$ cat src/rtl/lt_timer_pkg.sv
package lt_timer_pkg;

   localparam logic [7:0] OFF_LOAD_BASE = 8'h00;
   localparam logic [7:0] OFF_CTRL      = 8'h10;
   localparam logic [7:0] OFF_STAT      = 8'h18;
   localparam int         WORD_STRIDE   = 4;
   localparam int         MAX_WORDS     = 4;

   typedef struct packed {
      logic irq_unmask;
      logic one_shot;
      logic enable;
   } ctrl_t;

   localparam int CTRL_W = $bits(ctrl_t);

endpackage

$ cat src/rtl/lt_timer_regs.sv
module lt_timer_regs
   import lt_timer_pkg::*;
#(
   parameter int DATA_W = 32,
   parameter int CNT_W  = 64,
   parameter int ADDR_W = 8
) (
   input  logic              clk,
   input  logic              rst_n,
   input  logic              wr_en,
   input  logic [ADDR_W-1:0] addr,
   input  logic [DATA_W-1:0] wdata,
   input  logic              status,
   output logic [CNT_W-1:0]  load_val,
   output ctrl_t             ctrl,
   output logic              en_rise,
   output logic              stat_clr,
   output logic [DATA_W-1:0] rdata
);

   localparam int N_WORDS = CNT_W / DATA_W;

   logic [DATA_W-1:0] word_q [N_WORDS];
   ctrl_t             ctrl_q;
   logic              ctrl_hit;
   logic              stat_hit;

   assign ctrl_hit = wr_en && (addr == ADDR_W'(OFF_CTRL));
   assign stat_hit = wr_en && (addr == ADDR_W'(OFF_STAT));

   for (genvar g = 0; g < N_WORDS; g++) begin : g_load
      localparam logic [ADDR_W-1:0] WORD_ADDR =
         ADDR_W'(int'(OFF_LOAD_BASE) + g * WORD_STRIDE);

      always_ff @(posedge clk) begin
         if (!rst_n) begin
            word_q[g] <= '0;
         end else if (wr_en && (addr == WORD_ADDR)) begin
            word_q[g] <= wdata;
         end
      end

      assign load_val[g*DATA_W +: DATA_W] = word_q[g];
   end

   always_ff @(posedge clk) begin
      if (!rst_n) begin
         ctrl_q <= '0;
      end else if (ctrl_hit) begin
         ctrl_q <= ctrl_t'(wdata[CTRL_W-1:0]);
      end
   end

   assign ctrl     = ctrl_q;
   assign en_rise  = ctrl_hit && wdata[0] && !ctrl_q.enable;
   assign stat_clr = stat_hit && wdata[0];

   always_comb begin
      rdata = '0;
      for (int i = 0; i < N_WORDS; i++) begin
         if (addr == ADDR_W'(int'(OFF_LOAD_BASE) + i * WORD_STRIDE)) begin
            rdata = word_q[i];
         end
      end
      if (addr == ADDR_W'(OFF_CTRL)) begin
         rdata[CTRL_W-1:0] = ctrl_q;
      end
      if (addr == ADDR_W'(OFF_STAT)) begin
         rdata[0] = status;
      end
   end

endmodule

$ cat src/rtl/lt_timer_count.sv
module lt_timer_count #(
   parameter int CNT_W = 64
) (
   input  logic             clk,
   input  logic             rst_n,
   input  logic             enable,
   input  logic             one_shot,
   input  logic             en_rise,
   input  logic [CNT_W-1:0] load_val,
   output logic [CNT_W-1:0] cnt,
   output logic             expire,
   output logic             done
);

   logic [CNT_W-1:0] cnt_q;
   logic             done_q;
   logic             at_zero;
   logic             active;

   assign at_zero = (cnt_q == '0);
   assign active  = enable && !done_q;
   assign expire  = active && at_zero;

   always_ff @(posedge clk) begin
      if (!rst_n) begin
         cnt_q  <= '0;
         done_q <= 1'b0;
      end else if (en_rise) begin
         cnt_q  <= load_val;
         done_q <= 1'b0;
      end else if (active) begin
         if (at_zero) begin
            cnt_q  <= one_shot ? '0 : load_val;
            done_q <= one_shot;
         end else begin
            cnt_q  <= cnt_q - 1'b1;
         end
      end
   end

   assign cnt  = cnt_q;
   assign done = done_q;

endmodule

$ cat src/rtl/lt_timer_irq.sv
module lt_timer_irq (
   input  logic clk,
   input  logic rst_n,
   input  logic expire,
   input  logic stat_clr,
   input  logic unmask,
   output logic status,
   output logic irq
);

   logic status_q;

   always_ff @(posedge clk) begin
      if (!rst_n) begin
         status_q <= 1'b0;
      end else if (expire) begin
         status_q <= 1'b1;
      end else if (stat_clr) begin
         status_q <= 1'b0;
      end
   end

   assign status = status_q;
   assign irq    = status_q && unmask;

endmodule

$ cat src/rtl/lt_timer.sv
module lt_timer
   import lt_timer_pkg::*;
#(
   parameter int DATA_W = 32,
   parameter int CNT_W  = 64,
   parameter int ADDR_W = 8
) (
   input  logic              clk,
   input  logic              rst_n,
   input  logic              bus_wr,
   input  logic [ADDR_W-1:0] bus_addr,
   input  logic [DATA_W-1:0] bus_wdata,
   output logic [DATA_W-1:0] bus_rdata,
   output logic              irq_o
);

   if ((CNT_W % DATA_W) != 0) begin : g_bad_split
      $error("CNT_W must be a whole number of DATA_W words");
   end
   if ((CNT_W / DATA_W) > MAX_WORDS) begin : g_bad_words
      $error("load value needs more words than the map has room for");
   end
   if (DATA_W < CTRL_W) begin : g_bad_data
      $error("DATA_W too narrow for the control field");
   end
   if (ADDR_W < 5) begin : g_bad_addr
      $error("ADDR_W too narrow for the register map");
   end

   ctrl_t            ctrl;
   logic [CNT_W-1:0] load_val;
   logic [CNT_W-1:0] cnt;
   logic             en_rise;
   logic             stat_clr;
   logic             expire;
   logic             done;
   logic             status;
   logic             ctl_en;
   logic             ctl_one;
   logic             ctl_unm;

   assign ctl_en  = ctrl.enable;
   assign ctl_one = ctrl.one_shot;
   assign ctl_unm = ctrl.irq_unmask;

   lt_timer_regs #(
      .DATA_W (DATA_W),
      .CNT_W  (CNT_W),
      .ADDR_W (ADDR_W)
   ) u_regs (
      .clk      (clk),
      .rst_n    (rst_n),
      .wr_en    (bus_wr),
      .addr     (bus_addr),
      .wdata    (bus_wdata),
      .status   (status),
      .load_val (load_val),
      .ctrl     (ctrl),
      .en_rise  (en_rise),
      .stat_clr (stat_clr),
      .rdata    (bus_rdata)
   );

   lt_timer_count #(
      .CNT_W (CNT_W)
   ) u_count (
      .clk      (clk),
      .rst_n    (rst_n),
      .enable   (ctl_en),
      .one_shot (ctl_one),
      .en_rise  (en_rise),
      .load_val (load_val),
      .cnt      (cnt),
      .expire   (expire),
      .done     (done)
   );

   lt_timer_irq u_irq (
      .clk      (clk),
      .rst_n    (rst_n),
      .expire   (expire),
      .stat_clr (stat_clr),
      .unmask   (ctl_unm),
      .status   (status),
      .irq      (irq_o)
   );

endmodule

$ cat config.mk
export PLATFORM = sky130hd
export DESIGN_NAME = lt_timer
export DESIGN_NICKNAME = d
export VERILOG_FILES = /design/src/rtl/lt_timer_pkg.sv /design/src/rtl/lt_timer_regs.sv /design/src/rtl/lt_timer_count.sv /design/src/rtl/lt_timer_irq.sv /design/src/rtl/lt_timer.sv
export SDC_FILE = /design/constraint.sdc
export NUM_CORES = 1
export LEC_CHECK = 0
export BUFFER_PORTS_ARGS = -buffer_cell sky130_fd_sc_hd__buf_2
export CORE_MARGIN = 10
export CORE_UTILIZATION = 30
export CTS_BUF_LIST = sky130_fd_sc_hd__clkbuf_16
export CTS_CLUSTER_DIAMETER = 200
export CTS_CLUSTER_SIZE = 10
export DETAILED_ROUTE_END_ITERATION = 10
export GPL_TIMING_DRIVEN = 0
export PLACE_DENSITY = 0.47
export SYNTH_ARGS = -nofsm -noshare
export SYNTH_HDL_FRONTEND = slang
export SYNTH_SLANG_ARGS = --single-unit
export TNS_END_PERCENT = 10
$ cat constraint.sdc
create_clock -name clk -period 4.4 [get_ports clk]
set_clock_uncertainty 0.15 [all_clocks]
set_input_delay 0.44 -clock clk [delete_from_list [all_inputs] [get_ports clk]]
set_output_delay 0.44 -clock clk [all_outputs]
set_load 0.1 [all_outputs]
==> metrics.yaml, run 1 <==
critical_path:
  worst-r2r-cell-count: 8
  worstSetupStartpoint: "u_count.cnt[50]$_SDFFE_PN0P_"
  critical_path.reg2reg.startpoint: "u_count.cnt[50]$_SDFFE_PN0P_"
  worstPathMaxFanout: 8
  crit_arrival_ps: 3730
  required_time_at_the_worst_slack_endpoint_ps: 4530
  critPathLaunchType: "register"
  end_kind: "register"
  critical_path_class: "register to register"
outcome:
  run_status: "complete, no violations"
drt:
  drc: 0
  detailed_route_vias_per_instance: 5.52
  drt_first_iter_violations: 685
  highest_layer: "met4"
  route.vias.total: 6700
  wl_met3_mm: 1.80
  met1_wire_length_mm: 12.2
  wire_per_inst_um: 23.3
  totalWireLength_mm: 28.3
  drt_first_pass_iters: 6
  met2_wirelength_mm: 13.6
  postRouteAntennaNets: 0
floorplanning:
  chipHeight_um: 176
  core_area_mm2: 0.0241
  floorplan.io_pins: 76
  rows: 57
  initial_core_util: 0.303
  die_area_mm2: 0.0310
  chipWidth_um: 176
logic_synthesis:
  synthesis.nets: 829
  yosys_warnings: 0
  synthesis.area_per_instance_um2: 9.31
  async_reset_ff_frac: 0
  post_synth_num_cell_types: 71
  syn-instance-count: 784
  netlist_area_mm2: 0.00730
  yosys_most_used_dff: "sky130_fd_sc_hd__dfxtp_1"
  synth.ff_latch_count: 133
  synth_sequential_area_ratio: 0.453
  synth_edf_count: 64
global_routing:
  grt_use_total: 0.183
  grt_first_pass_wirelength_mm: 42.6
  grt_start_max_net_pins: 25
  number_of_global_route_vias_before_repair: 6603
  grt-ovfl-total: 0
  initial_antenna_violation_count: 0
layout:
  most-common-layout-cells: "85 x sky130_fd_sc_hd__nor2_1, 84 x sky130_fd_sc_hd__nand2_1, 82 x sky130_fd_sc_hd__buf_2"
  fin_util: 0.363
  antenna_cells_inserted: 0
  final_nets: 922
  layout.cells.most_common: "sky130_fd_sc_hd__nor2_1"
  fraction_of_final_layout_cells_with_drive_strength_greater_than_1: 0.167
  finish.cell_count_without_fillers: 1214
  area_delta_synth_final_pct: 19.8
cts:
  cts_max_level: 4
  clock_tree.root_cell: "sky130_fd_sc_hd__clkbuf_16"
  post_cts_hold_buffer_count: 0
  post_cts_resize_count: 0
  clock-sinks: 133
  cts-buffers-inserted: 17
  path_clk_slew_ps: 60
  cts.path.max_buffers: 2
  post-cts-setup-buffers: 0
  tritoncts: "done"
  worst_skew_pair.late_latency_ps: 440
timing:
  setup_repair_after_global_routing_missed_its_margin: "false"
  slew_headroom: 0.269
  max_freq_mhz: 278
  min_period_over_period: 0.818
  timing.final.max_slew_violations: 0
  totalNegativeSetupSlack_ps: 0
  hold_viol: 0
  period_needed_ps: 3600
  worstMarginPinSlew_ps: 1090
  setup_violations: 0
  fin_ws_ps: 802
placement:
  preCtsSetupSlack_ps: 779
  placed_cells_incl_taps: 1182
  dp_hpwl_mm: 21.0
  io_buffers: 72
  placer_congestion: 0.961
min_path:
  worstHoldPathCells: 3
  hold_path_startpoint: "bus_wdata[1]"
  type_of_the_worst_min_delay_path: "input port to register"
power_and_ir_drop:
  total_power_mw: 3.12
  cellLeakagePower_nw: 3.57
  ir_drop_v: 0.000290
  power-per-cell-area_mw_per_mm2: 357
job:
  max_cap_violations: 0
## kinds of logic after synthesis
logic type / count (synthesis) / share of synthesized area
AND/OR/NAND/NOR: 385 / 0.287
flip-flops: 133 / 0.453
buffers and inverters: 54 / 0.0310
XOR/XNOR: 4 / 0.00480
AO/OA/AOI/OAI: 166 / 0.166
adder cells (fa/ha/maj): 2 / 0.00343
multiplexers: 40 / 0.0550
## cell usage after synthesis (all sizes together) (4+ instances only)
cell | instances | area, um^2
a21oi | 27 | 135
a221o | 5 | 50.1
a22oi | 14 | 105
a31oi | 4 | 25.0
a32o | 4 | 40.0
a32oi | 5 | 43.8
and2 | 68 | 425
buf | 16 | 83.8
clkbuf | 32 | 120
dfxtp | 69 | 1380
edfxtp | 64 | 1920
inv | 6 | 22.5
mux2i | 39 | 390
nand2 | 84 | 315
nand3 | 31 | 168
nand4 | 11 | 75.1
nor2 | 86 | 339
nor3 | 29 | 166
nor4 | 23 | 224
o211ai | 22 | 170
o21ai | 39 | 199
o311ai | 14 | 130
o31ai | 8 | 60.1
o41ai | 4 | 61.3
or2 | 5 | 31.3
or3 | 14 | 87.6
or4 | 16 | 131
## routing by layer
| metal | vias to the layer above | track usage |
|---|---|---|
| met5 | - | 0 |
| met4 | 0 | 0.0706 |
| met3 | 42 | 0.0361 |
| met2 | 249 | 0.298 |
| met1 | 3276 | 0.235 |
| li1 | 3133 | - |
## path summary, 6_finish.rpt
path	slack [ps]	end
worst max-delay path	800	u_count.cnt[24]$_SDFFE_PN0P_
worst min-delay path	120	u_regs.ctrl[1]$_SDFFE_PN0P_
worst max register to register	800	u_count.cnt[24]$_SDFFE_PN0P_
worst min register to register	320	u_count.cnt[18]$_SDFFE_PN0P_
## critical path: stages, from the launching register on
cell	delay, ps
sky130_fd_sc_hd__dfxtp_1	350
sky130_fd_sc_hd__nor4_2	550
sky130_fd_sc_hd__nand4b_1	380
sky130_fd_sc_hd__or4_1	570
sky130_fd_sc_hd__buf_2	180
sky130_fd_sc_hd__nor2_1	370
sky130_fd_sc_hd__nand2_1	500
sky130_fd_sc_hd__a22oi_1	320
sky130_fd_sc_hd__nor2_1	70
## registers in the layout, summed over array words and instances (netlist names)
register,count
u_count.cnt,64
u_count.done,1
u_irq.status,1
u_regs.ctrl,3
u_regs.word_q,64
## cell type report
type / count / area (um^2)
plain buffers: 48 / 204
clock buffers: 17 / 425
clock inverters: 15 / 188
fillers: 2579 / 15400
inverters: 6 / 22.5
multi-input cells: 597 / 3790
flip-flops and latches: 133 / 3300
well taps: 324 / 405
repair buffers: 74 / 408
## per-stage QoR
stage	area (um^2)	hold slack, ps
after floorplan	7300	284
after global placement	8070	313
after detailed placement	8140	313
after CTS	8750	111
after global routing	8750	140
final	8750	121
## power breakdown
| group | switching [mW] | internal, mW |
|---|---|---|
| sequential | 0.0277 | 1.33 |
| combinational | 0.169 | 0.0789 |
| clock | 0.576 | 0.942 |
Note: power is estimated with default switching activity, not from simulation.
==> inputs of run 2 (changes only) <==
--- a/config.mk
+++ b/config.mk
@@ -5,6 +5,7 @@
 export SDC_FILE = /design/constraint.sdc
 export NUM_CORES = 1
 export LEC_CHECK = 0
+export ABC_AREA = 1
 export BUFFER_PORTS_ARGS = -buffer_cell sky130_fd_sc_hd__buf_2
 export CORE_MARGIN = 10
 export CORE_UTILIZATION = 30
==> constraint.sdc (replaced) <==
create_clock -name clk -period 2.93 [get_ports clk]
set_clock_uncertainty 0.15 [all_clocks]
set_input_delay 0.293 -clock clk [delete_from_list [all_inputs] [get_ports clk]]
set_output_delay 0.293 -clock clk [all_outputs]
set_load 0.1 [all_outputs]
==> metrics.yaml, run 2 <==
logic_synthesis:
  post_synth_num_cell_types: 38  # -46%
  synth_edf_count: 64  # unchanged
  synth.ff_latch_count: 133  # unchanged
  synthesis.nets: 1250  # +51%
  syn-instance-count: 1205  # +54%
  post-synth-top-count-cell: "sky130_fd_sc_hd__nand2_1"
  synth_largest_area_cell: "sky130_fd_sc_hd__edfxtp_1"
  synthesis.area_per_instance_um2: 6.89  # -26%
  synth_sequential_area_ratio: 0.398  # -0.0547
  synth_largest_type_area_fraction: 0.231  # -0.0319
  async_reset_ff_frac: 0  # unchanged
  synth_top_cells_by_count: "266 x sky130_fd_sc_hd__nand2_1, 240 x sky130_fd_sc_hd__nor2_1, 146 x sky130_fd_sc_hd__inv_1"
  synth.top_cells.by_area: "sky130_fd_sc_hd__edfxtp_1 23%, sky130_fd_sc_hd__dfxtp_1 17%, sky130_fd_sc_hd__nand2_1 12%"
  yosys_most_used_dff: "sky130_fd_sc_hd__dfxtp_1"
  netlist_area_mm2: 0.00830  # +14%
  yosys_warnings: 0  # unchanged
cts:
  worst_skew_pair.late_latency_ps: 440  # about the same
  tritoncts: "done"
  post_cts_hold_buffer_count: 0  # unchanged
  cts_max_level: 4  # unchanged
  cts.path.max_buffers: 2  # unchanged
  clock-sinks: 133  # unchanged
  path_clk_slew_ps: 70  # about the same
  clock_tree.root_cell: "sky130_fd_sc_hd__clkbuf_16"
  cts-buffers-inserted: 17  # unchanged
layout:
  most-common-layout-cells: "266 x sky130_fd_sc_hd__nand2_1, 240 x sky130_fd_sc_hd__nor2_1, 146 x sky130_fd_sc_hd__inv_1"
  area_of_combinational_cells_with_multiple_inputs_mm2: 0.00420  # +11%
  fraction_of_final_layout_cells_with_drive_strength_greater_than_1: 0.161  # -0.00595
  num-fill-cells: 2997  # +16%
  final_nets: 1346  # +46%
  antenna_cells_inserted: 0  # unchanged
  area_delta_synth_final_pct: 18.9
  sequential_cell_area_in_the_final_layout_mm2: 0.00330  # unchanged
  layout.cells.most_common: "sky130_fd_sc_hd__nand2_1"
timing:
  worstMarginPinSlew_ps: 897  # -191 ps
  hold_viol: 0  # unchanged
  fin_ws_ps: 235  # -567 ps
  timing.final.max_slew_violations: 0  # unchanged
  hold_slack_ps: 8.70  # -112 ps
  period_needed_ps: 2690  # -903 ps
  slew_headroom: 0.402  # +0.133
  max_freq_mhz: 371  # +34%
  min_period_over_period: 0.920  # +0.102
  setup_repair_after_global_routing_missed_its_margin: "false"
  setup_violations: 0  # unchanged
critical_path:
  max_stage_delay_ps: 410  # -160 ps
  critical_path_class: "register to register"
  required_time_at_the_worst_slack_endpoint_ps: 3100  # -1430 ps
  end_kind: "register"
  critical-path-slowest-cell: "sky130_fd_sc_hd__dfxtp_1"
  crit_arrival_ps: 2870  # -860 ps
  worstPathMaxFanout: 10  # +2
  crit_path_cell_trace: "nor2_2 > nand2_1 > nor2_2 > inv_1 > nor2_1 > nand3_1 > nand2_1 > inv_2 > buf_2 > nand3_1 > nand3_1 > nand2_1 > inv_1"
  critPathLaunchType: "register"
power_and_ir_drop:
  seq_power_share: 0.404  # -0.030
  ir_drop_v: 0.000256  # -12%
  power_switching_mw: 1.50  # +94%
  netSwitchingFraction: 0.297  # +0.0500
  power_share_of_the_combinational_group: 0.131  # +0.052
  total_power_mw: 5.05  # +62%
  cellLeakagePower_nw: 5.11  # +43%
  cell_internal_pwr_mw: 3.55  # +51%
  clock_power_share: 0.465  # -0.021
  power-per-cell-area_mw_per_mm2: 511  # +43%
floorplanning:
  die_area_mm2: 0.0347  # +12%
  floorplan.io_pins: 76  # unchanged
  initial_core_util: 0.306  # +0.00360
  rows: 60  # +5.3%
  chipHeight_um: 186  # +5.9%
  chipWidth_um: 186  # +5.9%
  core_area_mm2: 0.0271  # +12%
min_path:
  type_of_the_worst_min_delay_path: "input port to register"
placement:
  dp_hpwl_mm: 28.0  # +33%
  preCtsSetupSlack_ps: -57.0  # -836 ps
  placer_congestion: 0.941  # -2.0%
  io_buffers: 75  # +4.2%
job:
  max_cap_violations: 0  # unchanged
drt:
  route.vias.total: 8373  # +25%
  drc: 0  # unchanged
  postRouteAntennaNets: 0  # unchanged
  detailed_route_vias_per_instance: 4.97  # -10%
  totalWireLength_mm: 35.5  # +25%
  wire_per_inst_um: 21.0  # -9.6%
  drt_first_iter_violations: 863  # +26%
  drt_first_pass_iters: 5  # -1
global_routing:
  grt_first_pass_wirelength_mm: 52.5  # +23%
  grt_use_total: 0.199  # +0.0159
  number_of_global_route_vias_before_repair: 8104  # +23%
  grt_start_max_net_pins: 22  # -12%
  initial_antenna_violation_count: 0  # unchanged
  grt-ovfl-total: 0  # unchanged
outcome:
  run_status: "complete, no violations"
[run 2: metrics by stage]
step / cell area, um^2 / TNS, ps / util / instances
floorplan: 8300 / -24900 / - / 1205
global placement: 9150 / -126130 / 0.337 / 1652
detailed placement: 9220 / -251 / 0.340 / 1654
CTS: 9850 / 0 / 0.363 / 1685
global route: 9870 / 0 / 0.364 / 1685
finish: 9870 / 0 / 0.364 / 1685
[run 2: per-layer routing]
metal,track usage,vias up,part of all wire,wire (um)
met2,0.306,323,0.45,15900
met1,0.266,3924,0.45,15900
met3,0.0413,54,0.075,2660
met5,0,-,0,0
met4,0.0822,0,0.030,1070
li1,-,4072,-,-
[run 2: cell type report]
| type | instances | share of cell area |
|---|---|---|
| flip-flops and latches | 133 | 0.335 |
| multi-input cells | 875 | 0.425 |
| repair buffers | 77 | 0.0461 |
| inverters | 154 | 0.0586 |
| plain buffers | 43 | 0.0260 |
| clock inverters | 14 | 0.0191 |
| well taps | 372 | 0.0472 |
| clock buffers | 17 | 0.0431 |
[run 2: power groups by stage]
stage	clock, mW	combinational, mW	sequential [mW]
floorplan	0	0.394	2.06
global placement	0	0.644	2.08
detailed placement	0	0.652	2.08
CTS	2.36	0.655	2.04
global route	2.44	0.718	2.04
finish	2.35	0.662	2.04
[run 2: worst paths after layout]
path / from / end / slack, ps / cells after the start
max: u_count.cnt[52]$_SDFFE_PN0P_ / u_count.cnt[47]$_SDFFE_PN0P_ / 240 / 13
min: bus_wdata[1] / u_regs.ctrl[1]$_SDFFE_PN0P_ / 9 / 3
max reg2reg: u_count.cnt[52]$_SDFFE_PN0P_ / u_count.cnt[47]$_SDFFE_PN0P_ / 240 / 13
min reg2reg: u_count.done$_SDFFE_PP0P_ / u_count.done$_SDFFE_PP0P_ / 360 / 2
[run 2: critical path: cells and delay by family, from the launching register on]
family / cells / cell delay [ps]
buffers and inverters: 4 / 530
AND/OR/NAND/NOR: 9 / 1480
flip-flops: 1 / 410
[run 2: kinds of logic after synthesis]
family	synth area share
XOR/XNOR	0.0169
flip-flops	0.398
AND/OR/NAND/NOR	0.347
buffers and inverters	0.100
AO/OA/AOI/OAI	0.135
adder cells (fa/ha/maj)	0.00301
[run 2: repair_timing]
item                                    4_1_cts  5_1_grt
endpoints found under the setup margin       16       28
endpoints found under the hold margin         0        0
pin swaps                                     0        0
buffers inserted                              0        0
gates resized for setup                       5        9
==> inputs of run 3 (changes only) <==
--- a/config.mk
+++ b/config.mk
@@ -7,7 +7,6 @@
 export LEC_CHECK = 0
 export ABC_AREA = 1
 export BUFFER_PORTS_ARGS = -buffer_cell sky130_fd_sc_hd__buf_2
-export CORE_MARGIN = 10
 export CORE_UTILIZATION = 30
 export CTS_BUF_LIST = sky130_fd_sc_hd__clkbuf_16
 export CTS_CLUSTER_DIAMETER = 200
==> metrics.yaml, run 3 (synthesized netlist as in run 2, its figures left out) <==
drt:
  drc: 0  # unchanged
  postRouteAntennaNets: 0  # unchanged
  detailed_route_vias_per_instance: 5.02  # +1.1%
  totalWireLength_mm: 34.5  # -2.7%
  drt_first_iter_violations: 887  # +2.8%
  drt_first_pass_iters: 5  # unchanged
  route.vias.total: 8313  # -0.72%
  wire_per_inst_um: 20.8  # -0.93%
layout:
  fraction_of_final_layout_cells_with_drive_strength_greater_than_1: 0.161  # about the same
  antenna_cells_inserted: 0  # unchanged
  area_delta_synth_final_pct: 18.1
  area_of_combinational_cells_with_multiple_inputs_mm2: 0.00420  # unchanged
  final_nets: 1346  # unchanged
  sequential_cell_area_in_the_final_layout_mm2: 0.00330  # unchanged
  layout.cells.most_common: "sky130_fd_sc_hd__nand2_1"
  most-common-layout-cells: "266 x sky130_fd_sc_hd__nand2_1, 240 x sky130_fd_sc_hd__nor2_1, 147 x sky130_fd_sc_hd__inv_1"
  num-fill-cells: 2988  # -0.30%
critical_path:
  regToRegSetupSlack_ps: 400  # +160 ps
  worstPathMaxFanout: 10  # unchanged
  end_kind: "output pin"
  critical_path_class: "input port to output pin"
  critPathLaunchType: "input port"
  critical_path.reg2reg.startpoint: "u_count.cnt[52]$_SDFFE_PN0P_"
  required_time_at_the_worst_slack_endpoint_ps: 2490  # -610 ps
  crit_arrival_ps: 2280  # -590 ps
  worst_r2r_endpoint: "u_count.cnt[39]$_SDFFE_PN0P_"
  worst-r2r-cell-count: 13  # unchanged
global_routing:
  grt_use_total: 0.250  # +0.0506
  grt_util_met2: 0.401  # +0.0952
  grt_start_max_net_pins: 20  # -9.1%
  groute.layer.met3.usage: 0.0296  # -0.0117
  top_usage_layer: "met2"
  initial_antenna_violation_count: 0  # unchanged
  grt-ovfl-total: 0  # unchanged
  number_of_global_route_vias_before_repair: 8115  # +0.14%
  grt_use_met1: 0.346  # +0.0807
  grt_first_pass_wirelength_mm: 51.5  # -1.8%
power_and_ir_drop:
  cellLeakagePower_nw: 5.11  # about the same
  total_power_mw: 4.98  # -1.2%
  power-per-cell-area_mw_per_mm2: 508  # -0.58%
  ir_drop_v: 0.000308  # +21%
min_path:
  hold_path_startpoint: "bus_wdata[11]"
  timing.hold.worst_endpoint: "u_regs.word_q[1][11]$_SDFFCE_PN0P_"
  type_of_the_worst_min_delay_path: "input port to register"
  worstHoldPathCells: 3  # unchanged
timing:
  max_freq_mhz: 368  # -0.92%
  setup_violations: 0  # unchanged
  fin_ws_ps: 210  # -25.1 ps
  hold_viol: 0  # unchanged
  setup_repair_after_global_routing_missed_its_margin: "false"
  worstMarginPinSlew_ps: 861  # -36.7 ps
  min_period_over_period: 0.928  # +0.00856
  slew_headroom: 0.426  # +0.0245
  period_needed_ps: 2720  # +25.1 ps
  timing.final.max_slew_violations: 0  # unchanged
floorplanning:
  core_area_mm2: 0.0270  # -0.28%
  chipHeight_um: 168  # -9.7%
  floorplan.io_pins: 76  # unchanged
  initial_core_util: 0.307  # +0.000851
  chipWidth_um: 168  # -9.7%
  rows: 60  # unchanged
  die_area_mm2: 0.0284  # -18%
cts:
  cts_max_level: 4  # unchanged
  clock-sinks: 133  # unchanged
  tritoncts: "done"
  path_clk_slew_ps: 80  # about the same
  clock_tree.root_cell: "sky130_fd_sc_hd__clkbuf_16"
  post-cts-setup-buffers: 0  # unchanged
  post_cts_hold_buffer_count: 0  # unchanged
  cts-buffers-inserted: 17  # unchanged
  worst_skew_pair.late_latency_ps: 440  # about the same
  cts.path.max_buffers: 2  # unchanged
placement:
  placer_congestion: 0.956  # +1.5%
  preCtsSetupSlack_ps: -46.2  # +10.8 ps
  dp_hpwl_mm: 27.3  # -2.6%
  io_buffers: 75  # unchanged
job:
  max_cap_violations: 0  # unchanged
outcome:
  run_status: "complete, no violations"
run 3: power breakdown:
group / switching, mW / internal, mW
registers: 0.0494 / 1.99
logic: 0.469 / 0.189
clock network: 1.00 / 1.28
run 3: worst max path at each step:
stage,start,endpoint,cells after the start
6_report,bus_addr[6],bus_rdata[23],10
5_1_grt,bus_addr[6],bus_rdata[23],10
4_1_cts,bus_addr[6],bus_rdata[13],9
3_5_place_dp,bus_addr[6],bus_rdata[13],9
3_3_place_gp,bus_addr[6],u_regs.word_q[1][28]$_SDFFCE_PN0P_,6
2_1_floorplan,bus_addr[6],u_regs.word_q[1][0]$_SDFFCE_PN0P_,5
run 3: worst max-delay path, cell delays in order:
cell and delay, ps:
sky130_fd_sc_hd__buf_2 90, sky130_fd_sc_hd__inv_1 60, sky130_fd_sc_hd__nand2_1 60, sky130_fd_sc_hd__nor3_2 240
sky130_fd_sc_hd__nand2_1 220, sky130_fd_sc_hd__inv_1 140, sky130_fd_sc_hd__buf_2 260, sky130_fd_sc_hd__buf_2 290
sky130_fd_sc_hd__a22o_1 190, sky130_fd_sc_hd__buf_2 420
run 3: per-layer routing:
metal,vias to the layer above,share of wire
met4,0,0.023
met2,311,0.45
met5,-,0
li1,4069,-
met1,3897,0.47
met3,36,0.059
run 3: cell type report:
| type | count | share of cell area |
|---|---|---|
| plain buffers | 43 | 0.0262 |
| clock buffers | 17 | 0.0434 |
| clock inverters | 15 | 0.0174 |
| inverters | 154 | 0.0590 |
| multi-input cells | 875 | 0.428 |
| flip-flops and latches | 133 | 0.337 |
| well taps | 341 | 0.0435 |
| repair buffers | 77 | 0.0457 |
run 3: metrics by stage:
step | TNS (ps) | utilization | cells | hold WS [ps] | area [um^2]
after floorplan | -24900 | - | 1205 | 311 | 8300
after global placement | -117600 | 0.337 | 1621 | 342 | 9110
after detailed placement | -121 | 0.340 | 1623 | 343 | 9180
after CTS | -0.252 | 0.363 | 1655 | 4.27 | 9800
after global routing | 0 | 0.363 | 1655 | 24.2 | 9810
final | 0 | 0.363 | 1655 | 3.56 | 9810
run 3: timing repair:
item,in CTS,in global routing
setup endpoints to repair,17,28
pin swaps,0,0
resized for setup,8,3
